<file path="src/rtl/tsel_pkg.sv">
package tsel_pkg;

  typedef enum logic [2:0] {
    SEL_SHIFT   = 3'b000,
    SEL_ONE     = 3'b001,
    SEL_REFHALF = 3'b010,
    SEL_MCOUNT  = 3'b011,
    SEL_FOUT    = 3'b100,
    SEL_ZERO    = 3'b101,
    SEL_BYPASS  = 3'b110,
    SEL_FOUTQTR = 3'b111
  } testSel_e;

  typedef struct packed {
    logic refRise;
    logic foutRise;
    logic cntEn;
    logic shiftLvl;
    logic foutLvl;
    logic bypass;
  } strobes_t;

  typedef struct packed {
    logic mPulse;
    logic refHalf;
    logic foutQtr;
  } nodes_t;

endpackage

</file>
<file path="src/rtl/tsel_ctl.sv">
module tsel_ctl
  import tsel_pkg::*;
#(
  parameter int SYNC_STAGES = 2
) (
  input  logic       vcoClk,
  input  logic       rstN,
  input  logic       refClk,
  input  logic       foutClk,
  input  logic       serClk,
  input  logic       shiftTap,
  input  logic [2:0] testSel,
  output strobes_t   stb
);

  localparam int NSIG  = 4;
  localparam int I_REF = 0;
  localparam int I_FOUT = 1;
  localparam int I_SER = 2;
  localparam int I_SHF = 3;

  logic [NSIG-1:0] rawIn;
  logic [NSIG-1:0] lvl;
  logic [NSIG-1:0] prevLvl;
  logic            bypassQ;
  logic            bypassReq;

  assign rawIn = {shiftTap, serClk, foutClk, refClk};

  for (genvar i = 0; i < NSIG; i++) begin : g_sync
    logic [SYNC_STAGES:0] pipe;
    always_ff @(posedge vcoClk or negedge rstN) begin
      if (!rstN) pipe <= '0;
      else       pipe <= {pipe[SYNC_STAGES-1:0], rawIn[i]};
    end
    assign lvl[i]     = pipe[SYNC_STAGES-1];
    assign prevLvl[i] = pipe[SYNC_STAGES];
  end

  assign bypassReq = (testSel == SEL_BYPASS);

  // Source handover happens only while the serial clock is low
  always_ff @(posedge vcoClk or negedge rstN) begin
    if (!rstN)                                   bypassQ <= 1'b0;
    else if (!lvl[I_SER] && bypassReq != bypassQ) bypassQ <= bypassReq;
  end

  always_comb begin
    stb.refRise  = lvl[I_REF] & ~prevLvl[I_REF];
    stb.foutRise = lvl[I_FOUT] & ~prevLvl[I_FOUT];
    stb.cntEn    = bypassQ ? (lvl[I_SER] & ~prevLvl[I_SER]) : 1'b1;
    stb.shiftLvl = lvl[I_SHF];
    stb.foutLvl  = lvl[I_FOUT];
    stb.bypass   = bypassQ;
  end

endmodule

</file>
<file path="src/rtl/tsel_nodes.sv">
module tsel_nodes
  import tsel_pkg::*;
#(
  parameter int M_WIDTH       = 7,
  parameter int REF_DIV_LOG2  = 1,
  parameter int FOUT_DIV_LOG2 = 2
) (
  input  logic               vcoClk,
  input  logic               rstN,
  input  logic               refRise,
  input  logic               foutRise,
  input  logic               cntEn,
  input  logic [M_WIDTH-1:0] mVal,
  output nodes_t             nodes
);

  logic [M_WIDTH-1:0]       mEff;
  logic [M_WIDTH-1:0]       cnt;
  logic                     pulse;
  logic [REF_DIV_LOG2-1:0]  refDiv;
  logic [FOUT_DIV_LOG2-1:0] foutDiv;

  assign mEff = (mVal == '0) ? M_WIDTH'(1) : mVal;

  always_ff @(posedge vcoClk or negedge rstN) begin
    if (!rstN) begin
      cnt   <= '0;
      pulse <= 1'b0;
    end else if (cntEn) begin
      if (cnt == '0 || cnt >= mEff) begin
        cnt   <= mEff - M_WIDTH'(1);
        pulse <= 1'b1;
      end else begin
        cnt   <= cnt - M_WIDTH'(1);
        pulse <= 1'b0;
      end
    end
  end

  always_ff @(posedge vcoClk or negedge rstN) begin
    if (!rstN)        refDiv <= '0;
    else if (refRise) refDiv <= refDiv + REF_DIV_LOG2'(1);
  end

  always_ff @(posedge vcoClk or negedge rstN) begin
    if (!rstN)         foutDiv <= '0;
    else if (foutRise) foutDiv <= foutDiv + FOUT_DIV_LOG2'(1);
  end

  assign nodes.mPulse  = pulse;
  assign nodes.refHalf = refDiv[REF_DIV_LOG2-1];
  assign nodes.foutQtr = foutDiv[FOUT_DIV_LOG2-1];

endmodule

</file>
<file path="src/rtl/tsel_mux.sv">
module tsel_mux
  import tsel_pkg::*;
(
  input  logic       vcoClk,
  input  logic       rstN,
  input  logic [2:0] testSel,
  input  logic       shiftLvl,
  input  logic       foutLvl,
  input  nodes_t     nodes,
  output logic       testOut
);

  logic nextOut;

  always_comb begin
    case (testSel_e'(testSel))
      SEL_SHIFT:   nextOut = shiftLvl;
      SEL_ONE:     nextOut = 1'b1;
      SEL_REFHALF: nextOut = nodes.refHalf;
      SEL_MCOUNT:  nextOut = nodes.mPulse;
      SEL_FOUT:    nextOut = foutLvl;
      SEL_ZERO:    nextOut = 1'b0;
      SEL_BYPASS:  nextOut = nodes.mPulse;
      SEL_FOUTQTR: nextOut = nodes.foutQtr;
      default:     nextOut = 1'b0;
    endcase
  end

  always_ff @(posedge vcoClk or negedge rstN) begin
    if (!rstN) testOut <= 1'b0;
    else       testOut <= nextOut;
  end

endmodule

</file>
<file path="src/rtl/tsel_top.sv">
module tsel_top
  import tsel_pkg::*;
#(
  parameter int M_WIDTH     = 7,
  parameter int SYNC_STAGES = 2
) (
  input  logic               vcoClk,
  input  logic               rstN,
  input  logic               refClk,
  input  logic               foutClk,
  input  logic               serClk,
  input  logic               shiftTap,
  input  logic [M_WIDTH-1:0] mVal,
  input  logic [2:0]         testSel,
  output logic               testOut,
  output logic               bypassOut
);

  strobes_t stb;
  nodes_t   nodes;

  tsel_ctl #(.SYNC_STAGES(SYNC_STAGES)) u_ctl (
    .vcoClk(vcoClk), .rstN(rstN), .refClk(refClk), .foutClk(foutClk),
    .serClk(serClk), .shiftTap(shiftTap), .testSel(testSel), .stb(stb)
  );

  tsel_nodes #(.M_WIDTH(M_WIDTH)) u_nodes (
    .vcoClk(vcoClk), .rstN(rstN), .refRise(stb.refRise),
    .foutRise(stb.foutRise), .cntEn(stb.cntEn), .mVal(mVal), .nodes(nodes)
  );

  tsel_mux u_mux (
    .vcoClk(vcoClk), .rstN(rstN), .testSel(testSel), .shiftLvl(stb.shiftLvl),
    .foutLvl(stb.foutLvl), .nodes(nodes), .testOut(testOut)
  );

  assign bypassOut = stb.bypass;

endmodule

</file>
<file path="config.mk">
export PLATFORM = sky130hd
export DESIGN_NAME = tsel_top
export DESIGN_NICKNAME = d
export VERILOG_FILES = /design/src/rtl/tsel_pkg.sv /design/src/rtl/tsel_ctl.sv /design/src/rtl/tsel_nodes.sv /design/src/rtl/tsel_mux.sv /design/src/rtl/tsel_top.sv
export SDC_FILE = /design/constraint.sdc
export NUM_CORES = 1
export LEC_CHECK = 0
export ABC_AREA = 1
export BUFFER_PORTS_ARGS = -buffer_cell sky130_fd_sc_hd__buf_2
export CORE_UTILIZATION = 50
export DETAILED_ROUTE_END_ITERATION = 8
export PLACE_DENSITY = 0.7
export SLEW_MARGIN = 20
export SYNTH_ARGS = -nofsm -noshare
export SYNTH_HDL_FRONTEND = slang
export SYNTH_HIERARCHICAL = 1
export SYNTH_SLANG_ARGS = --single-unit
</file>
<file path="constraint.sdc">
create_clock -name vcoClk -period 2.65 [get_ports vcoClk]
set_input_delay 0.53 -clock vcoClk [delete_from_list [all_inputs] [get_ports vcoClk]]
set_output_delay 0.53 -clock vcoClk [all_outputs]
set_load 0.05 [all_outputs]
</file>
# Word-level counts from Yosys, hierarchy flattened
# Index checks and enable logic that the tools add are counted.
# word_totals
regBits	24
inputBits	16
elab_cells	41
# op_classes
n_addsub	4
magnitude_cmp	1
eq_ne	8
muxes	5
bitwise_logic	6
reduce_logical	7
# op_table
cell	n
7-bit zero test	2
7-bit two-way mux	2
7-bit by 1-bit subtractor with 7-bit output, second input constant	2
3-bit equality test, second input constant	4
7-bit greater-or-equal comparator	1
1-bit one-hot mux with 7 select lines	1
3-bit by 2-bit equality test with 1-bit output, second input constant	2
1-bit bitwise AND	3
3-bit by 1-bit equality test with 1-bit output, second input constant	1
3-bit zero test	1
1-bit inverter	3
2-bit by 1-bit adder with 2-bit output, second input constant	1
1-bit two-way mux	2
2-bit OR reduction	1
1-bit adder, second input constant	1
1-bit logical AND	1
1-bit zero test	1
1-bit logical OR	1
1-bit inequality test	1

# Depth between registers and ports, before layout
# Gate-level depths: netlist (run 1).
# depth
ltp_word	5
depth_mapped	18
depth_no_buf	18

# By module
# Netlist (run 1), hierarchy kept.
# by_module_without_submodules
module	instances	cells_each	area_per_inst_um2	seq_area_each_um2
tsel_nodes	1	138	953.4	275.3
tsel_ctl	1	27	372.9	300.3
tsel_mux	1	17	95.1	25.0

# Least setup slack after synthesis (run 1)
# No wires, ideal clock.
# synth_timing
kind	input-to-reg
startpoint	input port mVal[4]
endpoint	register u_nodes.cnt[6]
arrival_ps	2069
slack_ps	464
stages	17
path_buffers	0
cell_sequence	nor2_1 > nand4_1 > nand2_1 > ha_1 > nor2_1 > o21ai_1 > nand2_2 > nand2_2 > nand2_1 > nand2_1 > ha_1 > nand3_2 > inv_1 > nand3_1 > nand2_1 > nand3_1 > nand2_1
# synth_between
elab_chain_cells	5
elab_cells_between_ends	6
# synth_lines
item	line	rtl
start, declared	tsel_top.sv:13	input logic [M_WIDTH-1:0] mVal,
7-bit zero test	tsel_nodes.sv:23	assign mEff = (mVal == '0) ? M_WIDTH'(1) : mVal;
7-bit two-way mux *	tsel_nodes.sv:23	
7-bit greater-or-equal comparator	tsel_nodes.sv:30	if (cnt == '0 || cnt >= mEff) begin
1-bit logical OR	tsel_nodes.sv:30	
7-bit two-way mux *	tsel_nodes.sv:30	
end signal, assigned	tsel_nodes.sv:31	cnt <= mEff - M_WIDTH'(1);
end signal, assigned	tsel_nodes.sv:34	cnt <= cnt - M_WIDTH'(1);
end, declared	tsel_nodes.sv:18	logic [M_WIDTH-1:0] cnt;
# Mark *: on every way between the ends. The rest lies on a longest branch, timed or not.
# A chain may end at the register's enable or synchronous reset.

# Final worst setup path (run 1)
# layout_timing
startpoint	register u_nodes.cnt[4]
endpoint	register u_nodes.cnt[2]
# layout_between
elab_chain_cells	3
elab_cells_between_ends	4
# layout_lines
item	line
7-bit greater-or-equal comparator or 7-bit zero test (tied branches)	tsel_nodes.sv:30
1-bit logical OR *	tsel_nodes.sv:30
7-bit two-way mux *	tsel_nodes.sv:30
# Marks and branches as above.

==> results.sh, run 1 <==
export IMPL_status="complete, no violations"
export IMPL_tightestPinTransition_ps=498
export IMPL_routed_wl_mm=2.42
export IMPL_synth_most_common_cell="nand2_1"
export IMPL_fin_cells=226
export IMPL_syn_nets=206
export IMPL_p_leak_nw=0.862
export IMPL_rsz0062_at_grt="no"
export IMPL_coreArea_um2=2590
export IMPL_final_antenna_net_count=0
export IMPL_cts_buffers_inserted=3
export IMPL_grt_max_degree=25
export IMPL_place_area_um2=1490
export IMPL_area_growth_pct=8.54
export IMPL_portBuffers=17
export IMPL_antenna_found_initial=0
export IMPL_worstPathMaxFanout=10
export IMPL_hold_buffers=0
export IMPL_finalInstanceArea_um2=1540
export IMPL_power_per_cell_area_nw_per_um2=1050
export IMPL_max_freq_mhz=420
export IMPL_diodes=0
export IMPL_netlist_area_um2=1420
export IMPL_initial_utilization_pct=54.9
export IMPL_critPathLaunchType="flop"
export IMPL_clockBufferDepth=2
export IMPL_ios=18
export IMPL_synth_seq_area_share_pct=42.3
export IMPL_grt_util_met1_pct=25.2
export IMPL_yosys_top_cells_count="nand2_1 (45), inv_1 (28), dfrtp_1 (24)"
export IMPL_synth_flop_cell="dfrtp_1"
export IMPL_finalSetupTns_ps=0
export IMPL_utilization_pct=59.6
export IMPL_worstPathRequired_ps=2830
export IMPL_routed_via_density=4.85
export IMPL_die_area_um2=3060
export IMPL_vias=1097
export IMPL_post_route_min_period_ps=2380
export IMPL_cts_resized=0
export IMPL_grt_usage_pct=17.4
export IMPL_critPathCaptureType="flop"
export IMPL_grtUsageMet3_pct=5.15
export IMPL_synth_area_top_cells="dfrtp_1 (42%), nand2_1 (12%), inv_1 (7.4%), ha_1 (7.0%), nand3_1 (6.0%)"
export IMPL_nFillCells=247
export IMPL_cts_setup_buffers=0
export IMPL_drc=0
export IMPL_clock_skew_ps=1.33
export IMPL_yosysTopAreaCell="dfrtp_1"
export IMPL_synth_distinct_cells=25
export IMPL_synth_top_area_share_pct=42.3
export IMPL_path_class="flop to flop"
export IMPL_nNetsFinal=221
export IMPL_htree_levels=1
export IMPL_hold_violations=0
export IMPL_setup_viol=0
export IMPL_cts_sinks=24
export IMPL_clk_latency_ps=300
export IMPL_die_h_um=55.3
export IMPL_routedWlPerCell_um=10.7
export IMPL_gr_usage_met2_pct=25.3
export IMPL_yosysWarnings=6
export IMPL_finalCritPeriodShare_pct=89.8
export IMPL_globalRouteOverflowTotal=0
export IMPL_peakVddDrop_uv=807
export IMPL_rows=18
export IMPL_gr_max_usage_layer="met2"
export IMPL_globalplace_congestion=0.900
export IMPL_die_x_um=55.3
export IMPL_relSlewSlack_pct=66.8
export IMPL_placedCellCount=222
export IMPL_drt_pass1_iterations=4
export IMPL_grt_pass1_wl_mm=4.25
export IMPL_syn_avg_cell_area_um2=7.81
export IMPL_drt_initial_drc_count=23
export IMPL_timing_final_max_slew_violations=0
export IMPL_grt_pass1_vias=979
export IMPL_cts_root_buf="clkbuf_4"
export IMPL_clk_pin_slew_ps=120
export IMPL_rr_startpoint="u_nodes/cnt[4]$_DFFE_PN0P_"
export IMPL_synth_edf_count=0
export IMPL_crit_arrival_ps=2560
export IMPL_drv_cap=0
export IMPL_async_flop_share_pct=100
export IMPL_total_power_mw=1.62
export IMPL_critPathLaunch="u_nodes/cnt[4]$_DFFE_PN0P_"
export IMPL_synth_seq_cells=24
export IMPL_final_layout_size_suffix_gt1_share_pct=18.4
export IMPL_dp_hpwl_mm=1.94
export IMPL_syn_inst=182
export IMPL_tritoncts="done"
export IMPL_min_path_type="primary input to async pin"
[logic make-up after synthesis]
logic type                 after synthesis  share of synthesized area (%)
adders and majority gates                8                           7.04
xor gates and xnor gates                 3                           1.85
AOI/OAI and AO/OA                       16                           6.51
DFF                                     24                           42.3
buffers and inverters                   37                           12.0
and+or+nand+nor                         94                           30.4
[critical path, stage by stage (launching register included)]
cell	delay (ps)
dfrtp_1	470
ha_1	330
nand2_1	60
nand2_1	50
nand2_1	50
nand2_1	80
nor2_4	230
nand2_2	130
nand2_1	80
nand2_1	100
ha_1	230
nand3_2	100
inv_1	70
o21ai_0	170
o21ai_0	120
[metal layers]
| layer | vias to the layer above | wire (um) | share of wire (%) |
|---|---|---|---|
| met5 | - | 0 | 0 |
| met4 | 0 | 18 | 0.74 |
| met3 | 2 | 90 | 3.7 |
| met2 | 20 | 1040 | 43 |
| met1 | 485 | 1270 | 53 |
| li1 | 590 | - | - |
[placed cells by master, fill, tap and decap left out, types with 3 or more instances in the layout]
master,n
buf_2,17
dfrtp_1,24
nand2_2,4
clkbuf_4,3
nand3_1,17
a21oi_1,3
ha_1,8
o21ai_0,7
nand2_1,45
inv_1,28
nor2_1,19
[worst paths after layout]
path	end	slack (ps)	cells past startpoint
max	u_nodes/cnt[2]$_DFFE_PN0P_	270	14
min	u_ctl/bypassQ$_DFFE_PN0P_	170	1
max reg2reg	u_nodes/cnt[2]$_DFFE_PN0P_	270	14
min reg2reg	u_ctl/g_sync[3].pipe[1]$_DFF_PN0_	360	0
max in group asynchronous	u_nodes/cnt[1]$_DFFE_PN0P_	2150	1
min in group vcoClk	u_ctl/g_sync[0].pipe[0]$_DFF_PN0_	320	1
[power by group]
group	internal, mW	switching (mW)
registers	0.470	0.0866
clock network	0.153	0.0981
logic	0.305	0.507
[final cells by class]
type	instances	area, um^2	share of cell area, %
well taps	30	37.5	2.43
clock inverters	1	30.0	1.95
clock buffers	3	22.5	1.46
inverters	29	109	7.06
multi-input cells	121	651	42.2
repair buffers	18	92.6	6.00
flip-flops and latches	24	601	38.9
[sequential cells by signal (all words and copies together) (netlist names)]
name               cells
u_nodes/pulse          1
u_nodes/cnt            7
u_nodes/refDiv         1
u_mux/testOut          1
u_ctl/bypassQ          1
u_ctl/g_sync.pipe     11
u_nodes/foutDiv        2
[per-stage QoR]
| stage | setup slack (ps) | hold WS [ps] |
|---|---|---|
| 2_1_floorplan | 464 | 234 |
| 3_3_place_gp | 87.8 | 333 |
| 3_5_place_dp | 15.2 | 336 |
| 4_1_cts | 308 | 169 |
| 5_1_grt | 84.9 | 195 |
| 6_report | 269 | 171 |
(Power assumes the default switching activity.)
==> run 2: changes to the inputs <==
--- a/config.mk
+++ b/config.mk
@@ -9,9 +9,8 @@
 export BUFFER_PORTS_ARGS = -buffer_cell sky130_fd_sc_hd__buf_2
 export CORE_UTILIZATION = 50
 export DETAILED_ROUTE_END_ITERATION = 8
-export PLACE_DENSITY = 0.7
+export PLACE_DENSITY = 0.71
 export SLEW_MARGIN = 20
 export SYNTH_ARGS = -nofsm -noshare
 export SYNTH_HDL_FRONTEND = slang
-export SYNTH_HIERARCHICAL = 1
 export SYNTH_SLANG_ARGS = --single-unit
==> run 2 against run 1 <==
Effect of this change:
- final cell count fell by 3.5%
- sequential share of layout area rose by 0.22 points
- worst hold slack got worse by 0.50 ps
- sequential power barely moved
- wire length rose by 5.7%
- combinational power rose by 2%
- power rose by 1.3%
- clock power barely moved
- setup slack improved by 100 ps
- core utilization rose by 1.2 points
- fmax rose by 4.4%
- critical path type unchanged
==> results.sh, run 2 <==
export IMPL_status="complete, no violations"
export IMPL_synth_most_common_cell="nand2_1"
export IMPL_grt_pass1_vias=990
export IMPL_r2r_cells=11
export IMPL_clk_latency_ps=310
export IMPL_diodes=0
export IMPL_grt_max_degree=25
export IMPL_reg2reg_to="u_nodes.cnt[4]$_DFFE_PN0P_"
export IMPL_tightestPinTransition_ps=512
export IMPL_synth_distinct_cells=26
export IMPL_p_clk_share_pct=15.5
export IMPL_layout_cells_most_common="nand2_1"
export IMPL_endpoint="u_nodes.cnt[4]$_DFFE_PN0P_"
export IMPL_clk_pin_slew_ps=130
export IMPL_peakVddDrop_uv=693
export IMPL_utilization_pct=60.8
export IMPL_cts_resized=0
export IMPL_routed_via_density=5.12
export IMPL_globalplace_congestion=0.912
export IMPL_finalSetupTns_ps=0
export IMPL_power_per_cell_area_nw_per_um2=1070
export IMPL_regMostFlops="u_ctl.g_sync.pipe"
export IMPL_portBuffers=17
export IMPL_cts_setup_buffers=0
export IMPL_synth_seq_cells=24
export IMPL_antenna_found_initial=0
export IMPL_vias=1117
export IMPL_worstPathMaxFanout=10
export IMPL_layout_setup_ws_ps=369
export IMPL_yosys_top_cells_count="nand2_1 (41), inv_1 (27), dfrtp_1 (24)"
export IMPL_drt_pass1_iterations=4
export IMPL_finalCritPeriodShare_pct=86.1
export IMPL_drc=0
export IMPL_synth_top_area_share_pct=44.2
export IMPL_final_antenna_net_count=0
export IMPL_syn_avg_cell_area_um2=8.14
export IMPL_yosysTopAreaCell="dfrtp_1"
export IMPL_critPathLaunch="u_nodes.cnt[6]$_DFFE_PN0P_"
export IMPL_drv_cap=0
export IMPL_layout_common_cells="nand2_1 (41), inv_1 (27), dfrtp_1 (24)"
export IMPL_post_route_min_period_ps=2280
export IMPL_area_growth_pct=12.8
export IMPL_p_switching_uw=710
export IMPL_p_sw_share_pct=43.3
export IMPL_crit_arrival_ps=2470
export IMPL_min_path_type="primary input to async pin"
export IMPL_rows=18
export IMPL_netlist_area_um2=1360
export IMPL_clock_skew_ps=9.82
export IMPL_setup_viol=0
export IMPL_path_class="flop to flop"
export IMPL_critPathLaunchType="flop"
export IMPL_drt_initial_drc_count=32
export IMPL_synth_seq_area_share_pct=44.2
export IMPL_p_comb_share_pct=50.4
export IMPL_synth_edf_count=0
export IMPL_grt_pass1_wl_mm=4.22
export IMPL_relSlewSlack_pct=65.8
export IMPL_rsz0062_at_grt="no"
export IMPL_syn_nets=191
export IMPL_max_freq_mhz=438
export IMPL_htree_levels=1
export IMPL_die_x_um=54.2
export IMPL_globalRouteOverflowTotal=0
export IMPL_coreArea_um2=2520
export IMPL_die_area_um2=2930
export IMPL_cts_root_buf="clkbuf_4"
export IMPL_timing_final_max_slew_violations=0
export IMPL_dp_hpwl_mm=2.00
export IMPL_tritoncts="done"
export IMPL_largest_register_ffs=11
export IMPL_cts_buffers_inserted=3
export IMPL_nNetsFinal=213
export IMPL_final_layout_size_suffix_gt1_share_pct=19.1
export IMPL_worstPathRequired_ps=2840
export IMPL_rr_startpoint="u_nodes.cnt[6]$_DFFE_PN0P_"
export IMPL_die_h_um=54.2
export IMPL_initial_utilization_pct=53.9
export IMPL_grt_usage_pct=20.2
export IMPL_routedWlPerCell_um=11.7
export IMPL_async_flop_share_pct=100
export IMPL_ios=18
export IMPL_hold_violations=0
export IMPL_routed_wl_mm=2.56
export IMPL_top_regs="u_ctl.g_sync.pipe (11), u_nodes.cnt (7), u_nodes.foutDiv (2)"
export IMPL_clockBufferDepth=2
export IMPL_critPathCaptureType="flop"
export IMPL_internal_power_uw=930
export IMPL_preCtsSetupSlack_ps=104
export IMPL_syn_inst=167
export IMPL_p_seq_share_pct=34.1
export IMPL_reg2reg_slack_ps=370
export IMPL_hold_buffers=0
export IMPL_cts_sinks=24
export IMPL_p_leak_nw=0.842
export IMPL_synth_flop_cell="dfrtp_1"
export IMPL_synth_area_top_cells="dfrtp_1 (44%), nand2_1 (11%), inv_1 (7.5%), ha_1 (7.4%), nand3_1 (6.3%)"
export IMPL_yosysWarnings=0
-- run 2: cells by family (layout without fill, tap and decap cells) --
family,count (synthesis),count (layout),synth area share [%]
XOR/XNOR,3,3,1.93
AO/OA/AOI/OAI,19,19,8.83
flip-flops,24,24,44.2
buffers and inverters,29,50,8.65
adder cells (fa/ha/maj),8,8,7.36
AND/OR/NAND/NOR,84,84,29.1
-- run 2: cell type report --
type / count / area, um^2
fillers: 234 / 988
clock buffers: 3 / 22.5
multi-input cells: 114 / 642
inverters: 27 / 101
well taps: 30 / 37.5
flip-flops and latches: 24 / 601
clock inverters: 1 / 30.0
repair buffers: 19 / 100
-- run 2: per-layer routing --
layer,global-route usage [%],up-vias,share of wire (%)
met3,6.21,2,4.8
met5,0,-,0
met1,27.2,522,48
met2,31.3,22,47
li1,-,571,-
met4,5.13,0,0.59
-- run 2: critical path: stages, from the launching register on --
cell	delay (ps)
dfrtp_1	440
ha_1	310
nand2_1	70
nor2_1	210
nand2_2	190
nand2_2	140
nand2_1	60
nand2_1	120
ha_1	200
nand3_2	110
o21ai_0	240
a22oi_2	90
-- run 2: worst min-delay path by stage --
stage,from,endpoint,slack (ps),cells after the start
6_report,rstN,u_nodes.pulse$_DFFE_PN0P_,170,1
5_1_grt,rstN,u_nodes.refDiv$_DFFE_PN0P_,200,1
4_1_cts,rstN,u_nodes.pulse$_DFFE_PN0P_,180,1
3_5_place_dp,u_ctl.g_sync[1].pipe[0]$_DFF_PN0_,u_ctl.g_sync[1].pipe[1]$_DFF_PN0_,340,0
3_3_place_gp,u_ctl.g_sync[3].pipe[0]$_DFF_PN0_,u_ctl.g_sync[3].pipe[1]$_DFF_PN0_,330,0
2_1_floorplan,rstN,u_ctl.bypassQ$_DFFE_PN0P_,230,0
-- run 2: power groups by stage --
stage               logic, mW  registers [mW]  clock network (mW)
floorplan               0.655           0.552                   0
global placement        0.789           0.562                   0
detailed placement      0.817           0.567                   0
CTS                     0.823           0.559               0.263
global route            0.944           0.574               0.276
finish                  0.827           0.559               0.254
-- run 2: per-stage QoR --
stage	cells	power [mW]	hold WS, ps	cell area [um^2]
final	218	1.64	171	1530
after global routing	218	1.79	205	1530
after floorplan	167	1.21	234	1360
after global placement	214	1.35	333	1480
after detailed placement	214	1.38	340	1480
after CTS	218	1.64	176	1530
